<file path="src/rtl/pgrom_hit_pkg.sv">
// Package: shared widths and the verdict type for the page-hit detector.
// Assumes a byte-addressed 24-bit external address.
package pgrom_hit_pkg;
    localparam int ADDR_W    = 24;
    localparam int FIX_LO_W  = 3;   // never compared
    localparam int MASK_W    = 4;   // programmable bits
    localparam int MASK_LSB  = FIX_LO_W;
    localparam int CMP_LSB   = FIX_LO_W + MASK_W;  // first always-compared bit

    typedef enum logic [1:0] {
        VERD_NONE = 2'b00,
        VERD_HIT  = 2'b01,
        VERD_MISS = 2'b10
    } verdict_t;
endpackage

</file>
<file path="src/rtl/pgrom_addr_latch.sv">
// Module: pgrom_addr_latch
// Holds the address of the last accepted cycle and a valid flag.
// Assumes: load and clear may arrive together; load wins for the valid flag.
module pgrom_addr_latch #(
    parameter int AW = 24
) (
    input  logic          clk,
    input  logic          rst_n,
    input  logic          load_i,
    input  logic          clear_i,
    input  logic [AW-1:0] addr_i,
    output logic [AW-1:0] prev_o,
    output logic          valid_o
);
    // Capture the address on every accepted cycle.
    always_ff @(posedge clk) begin
        if (!rst_n)      prev_o <= '0;
        else if (load_i) prev_o <= addr_i;
    end

    // Track whether the stored address may be trusted.
    always_ff @(posedge clk) begin
        if (!rst_n)       valid_o <= 1'b0;
        else if (load_i)  valid_o <= 1'b1;
        else if (clear_i) valid_o <= 1'b0;
    end

    // a valid flag can only rise through a load
    p_valid_by_load_r8: assert property (@(posedge clk) disable iff (!rst_n)
        $rose(valid_o) |-> $past(load_i));
endmodule

</file>
<file path="src/rtl/pgrom_page_cmp.sv">
// Module: pgrom_page_cmp
// Combinational comparator: one lane per compared bit, with masking.
// Assumes: bits below LO are ignored, and bits LO..LO+MW-1 follow mask_i.
module pgrom_page_cmp #(
    parameter int AW = 24,
    parameter int LO = 3,
    parameter int MW = 4
) (
    input  logic [AW-1:0] cur_i,
    input  logic [AW-1:0] prev_i,
    input  logic [MW-1:0] mask_i,
    output logic          same_o
);
    localparam int HI_LSB = LO + MW;
    localparam int NLANE  = AW - LO;

    logic [NLANE-1:0] lane_eq;

    genvar g;
    generate
        for (g = 0; g < NLANE; g++) begin : g_lane
            if (g < MW) begin : g_prog
                // Programmable lane: masked lanes always agree.
                assign lane_eq[g] = mask_i[g] | (cur_i[LO+g] == prev_i[LO+g]);
            end else begin : g_fixed
                // Fixed lane: always compared.
                assign lane_eq[g] = (cur_i[LO+g] == prev_i[LO+g]);
            end
        end
    endgenerate

    // Reduce the per-lane results into one equality verdict.
    always_comb begin
        same_o = &lane_eq;
    end

    // any difference in the fixed upper field must prevent a match
    always_comb begin
        if (same_o) begin
            a_upper_match_r4: assert (cur_i[AW-1:HI_LSB] == prev_i[AW-1:HI_LSB]);
        end
    end
endmodule

</file>
<file path="src/rtl/pgrom_verdict_reg.sv">
// Module: pgrom_verdict_reg
// Registers the hit/miss verdict; holds it until the next strobe or invalidate.
// Assumes: strobe and invalidate are single-cycle qualifiers.
module pgrom_verdict_reg
    import pgrom_hit_pkg::*;
(
    input  logic clk,
    input  logic rst_n,
    input  logic strobe_i,
    input  logic inval_i,
    input  logic same_i,
    input  logic valid_i,
    output logic hit_o,
    output logic miss_o
);
    verdict_t verd_q, verd_d;

    // Choose the next verdict from the strobe, the comparison and the valid flag.
    always_comb begin
        verd_d = verd_q;
        if (strobe_i) begin
            if (valid_i && same_i && !inval_i) verd_d = VERD_HIT;
            else                               verd_d = VERD_MISS;
        end else if (inval_i) begin
            verd_d = VERD_NONE;
        end
    end

    // Hold the verdict.
    always_ff @(posedge clk) begin
        if (!rst_n) verd_q <= VERD_NONE;
        else        verd_q <= verd_d;
    end

    assign hit_o  = (verd_q == VERD_HIT);
    assign miss_o = (verd_q == VERD_MISS);

    // the two flags never both assert
    p_excl_r2: assert property (@(posedge clk) disable iff (!rst_n)
        !(hit_o && miss_o));
    // a strobe always yields exactly one flag a cycle later
    p_one_flag_r2: assert property (@(posedge clk) disable iff (!rst_n)
        strobe_i |=> $countones({hit_o, miss_o}) == 1);
    // a stale address never produces a hit
    p_stale_miss_r8: assert property (@(posedge clk) disable iff (!rst_n)
        (strobe_i && !valid_i) |=> miss_o);
    // an invalidate with no strobe clears both flags
    p_inval_clr_r9: assert property (@(posedge clk) disable iff (!rst_n)
        (inval_i && !strobe_i) |=> (!hit_o && !miss_o));
    // with no strobe and no invalidate the flags hold
    p_hold_r2: assert property (@(posedge clk) disable iff (!rst_n)
        (!strobe_i && !inval_i) |=> ($stable(hit_o) && $stable(miss_o)));
endmodule

</file>
<file path="src/rtl/pgrom_hit_top.sv">
// Module: pgrom_hit_top
// Page-hit detector for page ROM read cycles. The address of the previous
// accepted cycle is compared with the current one, with bits 0..2 ignored
// and bits 3..6 ignored per page_mask_i. The verdict is registered one clock
// after the strobe.
// Assumes: addr_i is stable while strobe_i is high.
module pgrom_hit_top
    import pgrom_hit_pkg::*;
(
    input  logic              clk,
    input  logic              rst_n,
    input  logic              strobe_i,
    input  logic [ADDR_W-1:0] addr_i,
    input  logic [MASK_W-1:0] page_mask_i,
    input  logic              inval_i,
    output logic              hit_o,
    output logic              miss_o
);
    logic [ADDR_W-1:0] prev_addr;
    logic              prev_valid;
    logic              same_page;

    pgrom_addr_latch #(.AW(ADDR_W)) i_latch (
        .clk     (clk),
        .rst_n   (rst_n),
        .load_i  (strobe_i),
        .clear_i (inval_i),
        .addr_i  (addr_i),
        .prev_o  (prev_addr),
        .valid_o (prev_valid)
    );

    pgrom_page_cmp #(.AW(ADDR_W), .LO(FIX_LO_W), .MW(MASK_W)) i_cmp (
        .cur_i  (addr_i),
        .prev_i (prev_addr),
        .mask_i (page_mask_i),
        .same_o (same_page)
    );

    pgrom_verdict_reg i_verd (
        .clk      (clk),
        .rst_n    (rst_n),
        .strobe_i (strobe_i),
        .inval_i  (inval_i),
        .same_i   (same_page),
        .valid_i  (prev_valid),
        .hit_o    (hit_o),
        .miss_o   (miss_o)
    );

    // a strobe stores its own address
    p_latch_r7: assert property (@(posedge clk) disable iff (!rst_n)
        strobe_i |=> (prev_addr == $past(addr_i)));
    // out of reset nothing is flagged before the first strobe
    p_reset_quiet_r1: assert property (@(posedge clk)
        $rose(rst_n) |-> (!hit_o && !miss_o));
endmodule

</file>
<file path="config.mk">
export PLATFORM = sky130hd
export DESIGN_NAME = pgrom_hit_top
export DESIGN_NICKNAME = d
export VERILOG_FILES = /design/src/rtl/pgrom_hit_pkg.sv /design/src/rtl/pgrom_addr_latch.sv /design/src/rtl/pgrom_page_cmp.sv /design/src/rtl/pgrom_verdict_reg.sv /design/src/rtl/pgrom_hit_top.sv
export SDC_FILE = /design/constraint.sdc
export NUM_CORES = 1
export LEC_CHECK = 0
export BUFFER_PORTS_ARGS = -buffer_cell sky130_fd_sc_hd__buf_2
export CORE_MARGIN = 1
export CORE_UTILIZATION = 40
export CTS_CLUSTER_DIAMETER = 80
export DETAILED_ROUTE_END_ITERATION = 8
export PLACE_DENSITY = 0.67
export SLEW_MARGIN = 20
export SYNTH_ARGS = -nofsm -noshare
export SYNTH_HDL_FRONTEND = slang
export SYNTH_HIERARCHICAL = 1
export SYNTH_SLANG_ARGS = --single-unit
</file>
<file path="constraint.sdc">
create_clock -name clk -period 3.2 [get_ports clk]
set_clock_uncertainty 0.2 [all_clocks]
set_input_delay 0.16 -clock clk [delete_from_list [all_inputs] [get_ports clk]]
set_output_delay 0.16 -clock clk [all_outputs]
set_load 0.05 [all_outputs]
</file>
==> key figures, run 1 <==
Status
  – Status: finished, violations left
  – Violated checks: design-rule violations

STA
  – Final hold viol count: 0
  – RSZ-0062 raised after global routing: no
  – Fmax: 466 MHz
  – Worst rel slew slack: 0.535
  – Max-slew violations: 0
  – Final setup violation count: 0
  – WHS: ~0.05 ns
  – TNS Setup: 0 ns
  – Worst-Margin Slew: 0.697 ns
  – Post-layout min period: between 2 and 2.5 ns
  – Final worst path period share: 0.670

Power and ir drop
  – Pwr Density: between 300 and 400 nW/um^2
  – Leakage: between 0.0007 and 0.0008 uW
  – Max VDD drop: 0.186 mV

Critical path
  – Crit path kind: in -> reg
  – Worst EP arrival: roughly 2.1 ns
  – Reg2reg start: i_latch/prev_o[23]
  – Cells on worst reg2reg path: 6
  – Reg2reg end: i_verd/verd_q[1]
  – Worst path required time: 3.17 ns
  – Worst Path Max Fanout: 2
  – R2R setup slack: around 1.2 ns
  – Worst Setup End Kind: flip-flop
  – CP Launch Type: primary input

Min path
  – Worst Hold Class: in -> reg
  – Worst hold path endpoint: i_verd/verd_q[0]
  – Worst hold start: page_mask_i[3]
  – Hold path depth: 5

Floorplan
  – Row Count: 19
  – Core area: approximately 2800 sq um
  – Initial Util: 0.430
  – Die X: around 57 um
  – Io pins: 34
  – Die H: 56.9 um
  – Die area: 3240 sq um

Clock tree
  – Cts repair resizes: 0
  – Clock transition at path regs: about 0.13 ns
  – TritonCTS clock tree: built
  – H-tree depth: 1
  – Latest clock arrival within the worst-skew pair: slightly above 0.3 ns
  – Root buf cell: clkbuf_4
  – Clock sink total: 24
  – CTS Buffer Depth: 2
  – TritonCTS Buffers: 3

Routing
  – Post-DRT Antenna Nets: 0
  – Final WL: 2.23 mm
  – Routed wire length per instance: around 11 um
  – Post-route DRC: 2
  – First drt pass iteration count: 5
  – DR vias: 931
  – DR iter-0 viols: 21
  – DR vias/cell: 4.80

Yosys
  – Synth Area per Inst: around 11 sq um
  – Warnings, synthesis: 6
  – Synth Net Count: 145
  – Area of the mapped netlist: about 1200 sq um
  – Synthesized instance count: approximately 110

Placed design
  – DPL Wire Length: between 1.5 and 2 mm
  – RePlAce Congestion: around 0.67
  – Port Buffer Count: 30

Cells and area
  – Fin nets: 197
  – Proportion of layout cells with a drive suffix above 1: 0.215
  – Filler cell count: 265
  – Layout area overhead: 30.9%
  – Antenna diode count: 0

GRT
  – GRT Overall Usage: 0.157
  – Antenna violations before repair: 0
  – First-pass GRT wire length: about 4.0 mm
  – Largest net degree at the start of global routing: 27
  – Grt ovf: 0
  – Vias in the first global route: just under 1000

Run
  – Max-cap violations: 0
-- worst max-delay path: stages --
cell and delay (ns):
dlygate4sd3_1 0.55, buf_2 0.14, xor2_1 0.14, nor4_1 0.30, o2111ai_1 0.16, nor4_1 0.36
and3b_1 0.23, o32ai_2 0.08
-- stage by stage --
stage / instances / cell area [sq um] / setup slack (ns) / util / total power, uW
after CTS: 194 / 1580 / 1.06 / 0.563 / 579
after detailed placement: 169 / 1340 / 1.25 / 0.476 / 431
after floorplan: 113 / 1210 / 1.48 / - / 402
after global routing: 194 / 1580 / 0.859 / 0.563 / 611
after global placement: 169 / 1340 / 1.27 / 0.476 / 427
final: 194 / 1580 / 1.06 / 0.563 / 571
-- layout by cell type (no fill, tap or decap), drive strengths merged --
| cell type | instances |
|---|---|
| mux2i | 21 |
| nor2 | 2 |
| nor4 | 4 |
| and3b | 1 |
| o2111ai | 1 |
| clkbuf | 3 |
| nand2b | 2 |
| o22ai | 1 |
| inv | 1 |
| a21oi | 1 |
| xor2 | 15 |
| dlygate4sd3 | 22 |
| nand2 | 1 |
| nor3 | 1 |
| o21a | 1 |
| and2b | 1 |
| o32ai | 1 |
| xnor2 | 6 |
| dfxtp | 24 |
| nor2b | 22 |
| nand3 | 2 |
| buf | 30 |
-- timing repair --
| action | in CTS | in global routing |
|---|---|---|
| hold buffers | 22 | 0 |
| setup buffers | 0 | 0 |
| endpoints found under the hold margin | 24 | 0 |
| setup endpoints to repair | 0 | 0 |
-- routing by layer --
| metal | track usage | part of all wire | up-vias |
|---|---|---|---|
| met2 | 0.303 | 0.51 | 15 |
| met1 | 0.166 | 0.44 | 430 |
| met4 | 0.0592 | 0.013 | 0 |
| li1 | - | - | 482 |
| met3 | 0.0300 | 0.031 | 4 |
| met5 | 0 | 0 | - |
-- layout make-up --
type                       count  area [sq um]  share of cell area
clock buffer                   3          22.5              0.0143
inverter                       1          3.75             0.00238
multi-input combinational     83           663               0.420
sequential                    24           480               0.304
tap                           31          38.8              0.0246
timing repair buffer          52           370               0.235
-- worst max-delay path by stage --
stage | end | slack, ns | start | cells past startpoint
detailed placement | i_verd/verd_q[1] | 1.25 | i_latch/prev_o[23] | 6
finish | i_verd/verd_q[1] | 1.06 | addr_i[23] | 8
global route | i_verd/verd_q[1] | 0.86 | addr_i[23] | 8
floorplan | i_verd/verd_q[1] | 1.48 | i_latch/prev_o[23] | 6
global placement | i_verd/verd_q[1] | 1.27 | i_latch/prev_o[23] | 6
CTS | i_verd/verd_q[1] | 1.06 | addr_i[23] | 8
-- state kept, by name (all words and copies together), names as in the netlist --
signal	flops
i_latch/valid_o	1
i_latch/prev_o	21
i_verd/verd_q	2
-- report_power, final --
group / leakage, uW / switching (uW) / internal [uW]
logic: 0.000515 / 48.6 / 68.3
registers: 0.000198 / 11.0 / 316
clock network: 0.0000138 / 83.2 / 43.9
total: 0.000727 / 143 / 428
Power figures use the tool's default switching activity.
==> run 2, diff against run 1 <==
Clock period 3.2 ns to 2.2 ns, I/O delays scaled along.
==> run 2 against run 1 <==
  * The flow still finishes with violations (design-rule violations)
  * Critical endpoint unchanged
  * Critical path depth unchanged
  * Highest routed layer unchanged
  * Die area unchanged
  * Clock power is 83% higher
==> key figures, run 2 (synthesis results as in run 1) <==
GRT
  – First-pass GRT wire length: ~4.2 mm
  – Met1 Usage GRT: 0.205
  – Grt ovf: 0
  – Vias in the first global route: roughly 980
  – GR Util met2: 0.297
  – Gr busiest metal: met2
  – Antenna violations before repair: 0
  – GRT Overall Usage: 0.167
  – GR Layer Usage met3: 0.0207
  – Largest net degree at the start of global routing: 27

Clock tree
  – CTS Buffer Depth: 2
  – TritonCTS Buffers: 3
  – Clock transition at path regs: between 0.1 and 0.15 ns
  – TritonCTS clock tree: built
  – Latest clock arrival within the worst-skew pair: approximately 0.31 ns
  – Clock sink total: 24
  – Root buf cell: clkbuf_4
  – H-tree depth: 1

Cells and area
  – Antenna diode count: 0
  – Max reg flops: 21
  – Filler cell count: 257
  – Most frequent cells in the layout: buf_2 (30), dfxtp_1 (24), dlygate4sd3_1 (23)
  – Non-Filler Instances: 196
  – Proportion of layout cells with a drive suffix above 1: 0.224
  – Layout area overhead: 33.4%
  – Biggest regs: i_latch/prev_o x21, i_verd/verd_q x2, i_latch/valid_o x1
  – Fin nets: 198
  – Util after Layout: 0.574
  – Biggest register: i_latch/prev_o
  – Fin area: 1610 sq um
  – Most common cell after layout, fill and taps aside: buf_2

Routing
  – Routed wire length per instance: 12.0 um
  – Final WL: 2.35 mm
  – First drt pass iteration count: 6
  – DR vias/cell: 4.76
  – Post-DRT Antenna Nets: 0
  – DR iter-0 viols: 14
  – DR vias: 933
  – Post-route DRC: 2

STA
  – Max-slew violations: 0
  – Final setup violation count: 0
  – Fmax: 498 MHz
  – Worst rel slew slack: 0.527
  – Worst-Margin Slew: 0.710 ns
  – RSZ-0062 raised after global routing: no
  – TNS Setup: 0 ns
  – Final hold viol count: 0
  – Final worst path period share: 0.913
  – Post-layout min period: 2.01 ns

Floorplan
  – Initial Util: 0.430
  – Row Count: 19
  – Die X: around 57 um
  – Io pins: 34
  – Die area: roughly 3200 sq um
  – Core area: 2810 sq um
  – Die H: roughly 57 um

Placed design
  – Post-Place Cells: around 170
  – DPL Wire Length: 1.54 mm
  – RePlAce Congestion: between 0.6 and 0.7
  – Port Buffer Count: 30
  – DP Area: 1340 sq um

Power and ir drop
  – Gate power share: 0.197
  – Clk network pwr share: 0.263
  – Internal Power: ~660 uW
  – Max VDD drop: 0.330 mV
  – Leakage: 0.000738 uW
  – P_sw: 220 uW
  – Pwr Density: 548 nW/um^2
  – Part of the power in registers: 0.540
  – Sw frac: 0.250

Status
  – Status: finished, violations left
  – Violated checks: design-rule violations

Min path
  – Hold path depth: 5
  – Worst Hold Class: in -> reg
  – Worst hold start: page_mask_i[3]
  – Worst hold path endpoint: i_verd/verd_q[0]

Critical path
  – Worst Path Max Fanout: 2
  – Reg2reg end: i_verd/verd_q[1]
  – R2R setup slack: 0.29 ns
  – Worst EP arrival: 2.00 ns
  – Crit path kind: in -> reg
  – Reg2reg start: i_latch/prev_o[23]
  – Worst path required time: about 2.2 ns
  – CP Launch Type: primary input
  – Worst Setup End Kind: flip-flop
  – Cells on worst reg2reg path: 6

Run
  – Max-cap violations: 0
==> run 2: changes by cell type in the layout (fill, tap and decap cells not counted) <==
cell,delta
clkbuf_8,+1
dlygate4sd3_1,+1
nor4_1,-1
nor4_2,+1
==> run 2: metrics by stage <==
step / hold WS (ns) / setup WS, ns / power [uW]
global route: 0.0342 / 0.0371 / 934
global placement: 0.195 / 0.289 / 620
floorplan: 0.0236 / 0.479 / 585
CTS: 0.000916 / 0.167 / 895
detailed placement: 0.206 / 0.278 / 627
finish: 0.0373 / 0.192 / 882
==> run 2: critical path, cell delays in order <==
cell and delay (ns):
dlygate4sd3_1 0.53, buf_2 0.13, xor2_1 0.14, nor4_1 0.31, o2111ai_1 0.18, nor4_2 0.32, and3b_1 0.21, o32ai_2 0.08
==> run 2: per-layer routing <==
| layer | wire length, um | up-vias |
|---|---|---|
| met5 | 0 | - |
| met4 | 19 | 0 |
| met3 | 56 | 2 |
| met2 | 1200 | 13 |
| met1 | 1070 | 434 |
| li1 | - | 484 |
==> run 2: timing repair <==
action,4_1_cts,5_1_grt
endpoints found under the hold margin,24,0
gates resized for setup,0,1
hold buffers,23,0
setup buffers,0,0
setup endpoints to repair,0,1
==> run 2: power by group through the flow <==
stage / clock network (uW) / logic, uW / registers [uW]
2_1_floorplan: 0 / 102 / 482
3_3_place_gp: 0 / 136 / 484
3_5_place_dp: 0 / 142 / 486
4_1_cts: 245 / 173 / 476
5_1_grt: 262 / 193 / 479
6_report: 232 / 174 / 476
==> run 2: worst max path at each step <==
stage,start,end,depth (start not counted)
floorplan,i_latch/prev_o[23],i_verd/verd_q[1],6
global placement,i_latch/prev_o[23],i_verd/verd_q[1],6
CTS,addr_i[23],i_verd/verd_q[1],8
detailed placement,i_latch/prev_o[23],i_verd/verd_q[1],6
finish,addr_i[23],i_verd/verd_q[1],8
global route,addr_i[23],i_verd/verd_q[1],8
==> run 2: layout make-up <==
class                      instances  area (sq um)  share of cell area
timing repair buffer              53           380               0.236
sequential                        24           480               0.299
inverter                           1          3.75             0.00233
clock buffer                       4          36.3              0.0226
tap                               31          38.8              0.0241
multi-input combinational         83           669               0.416
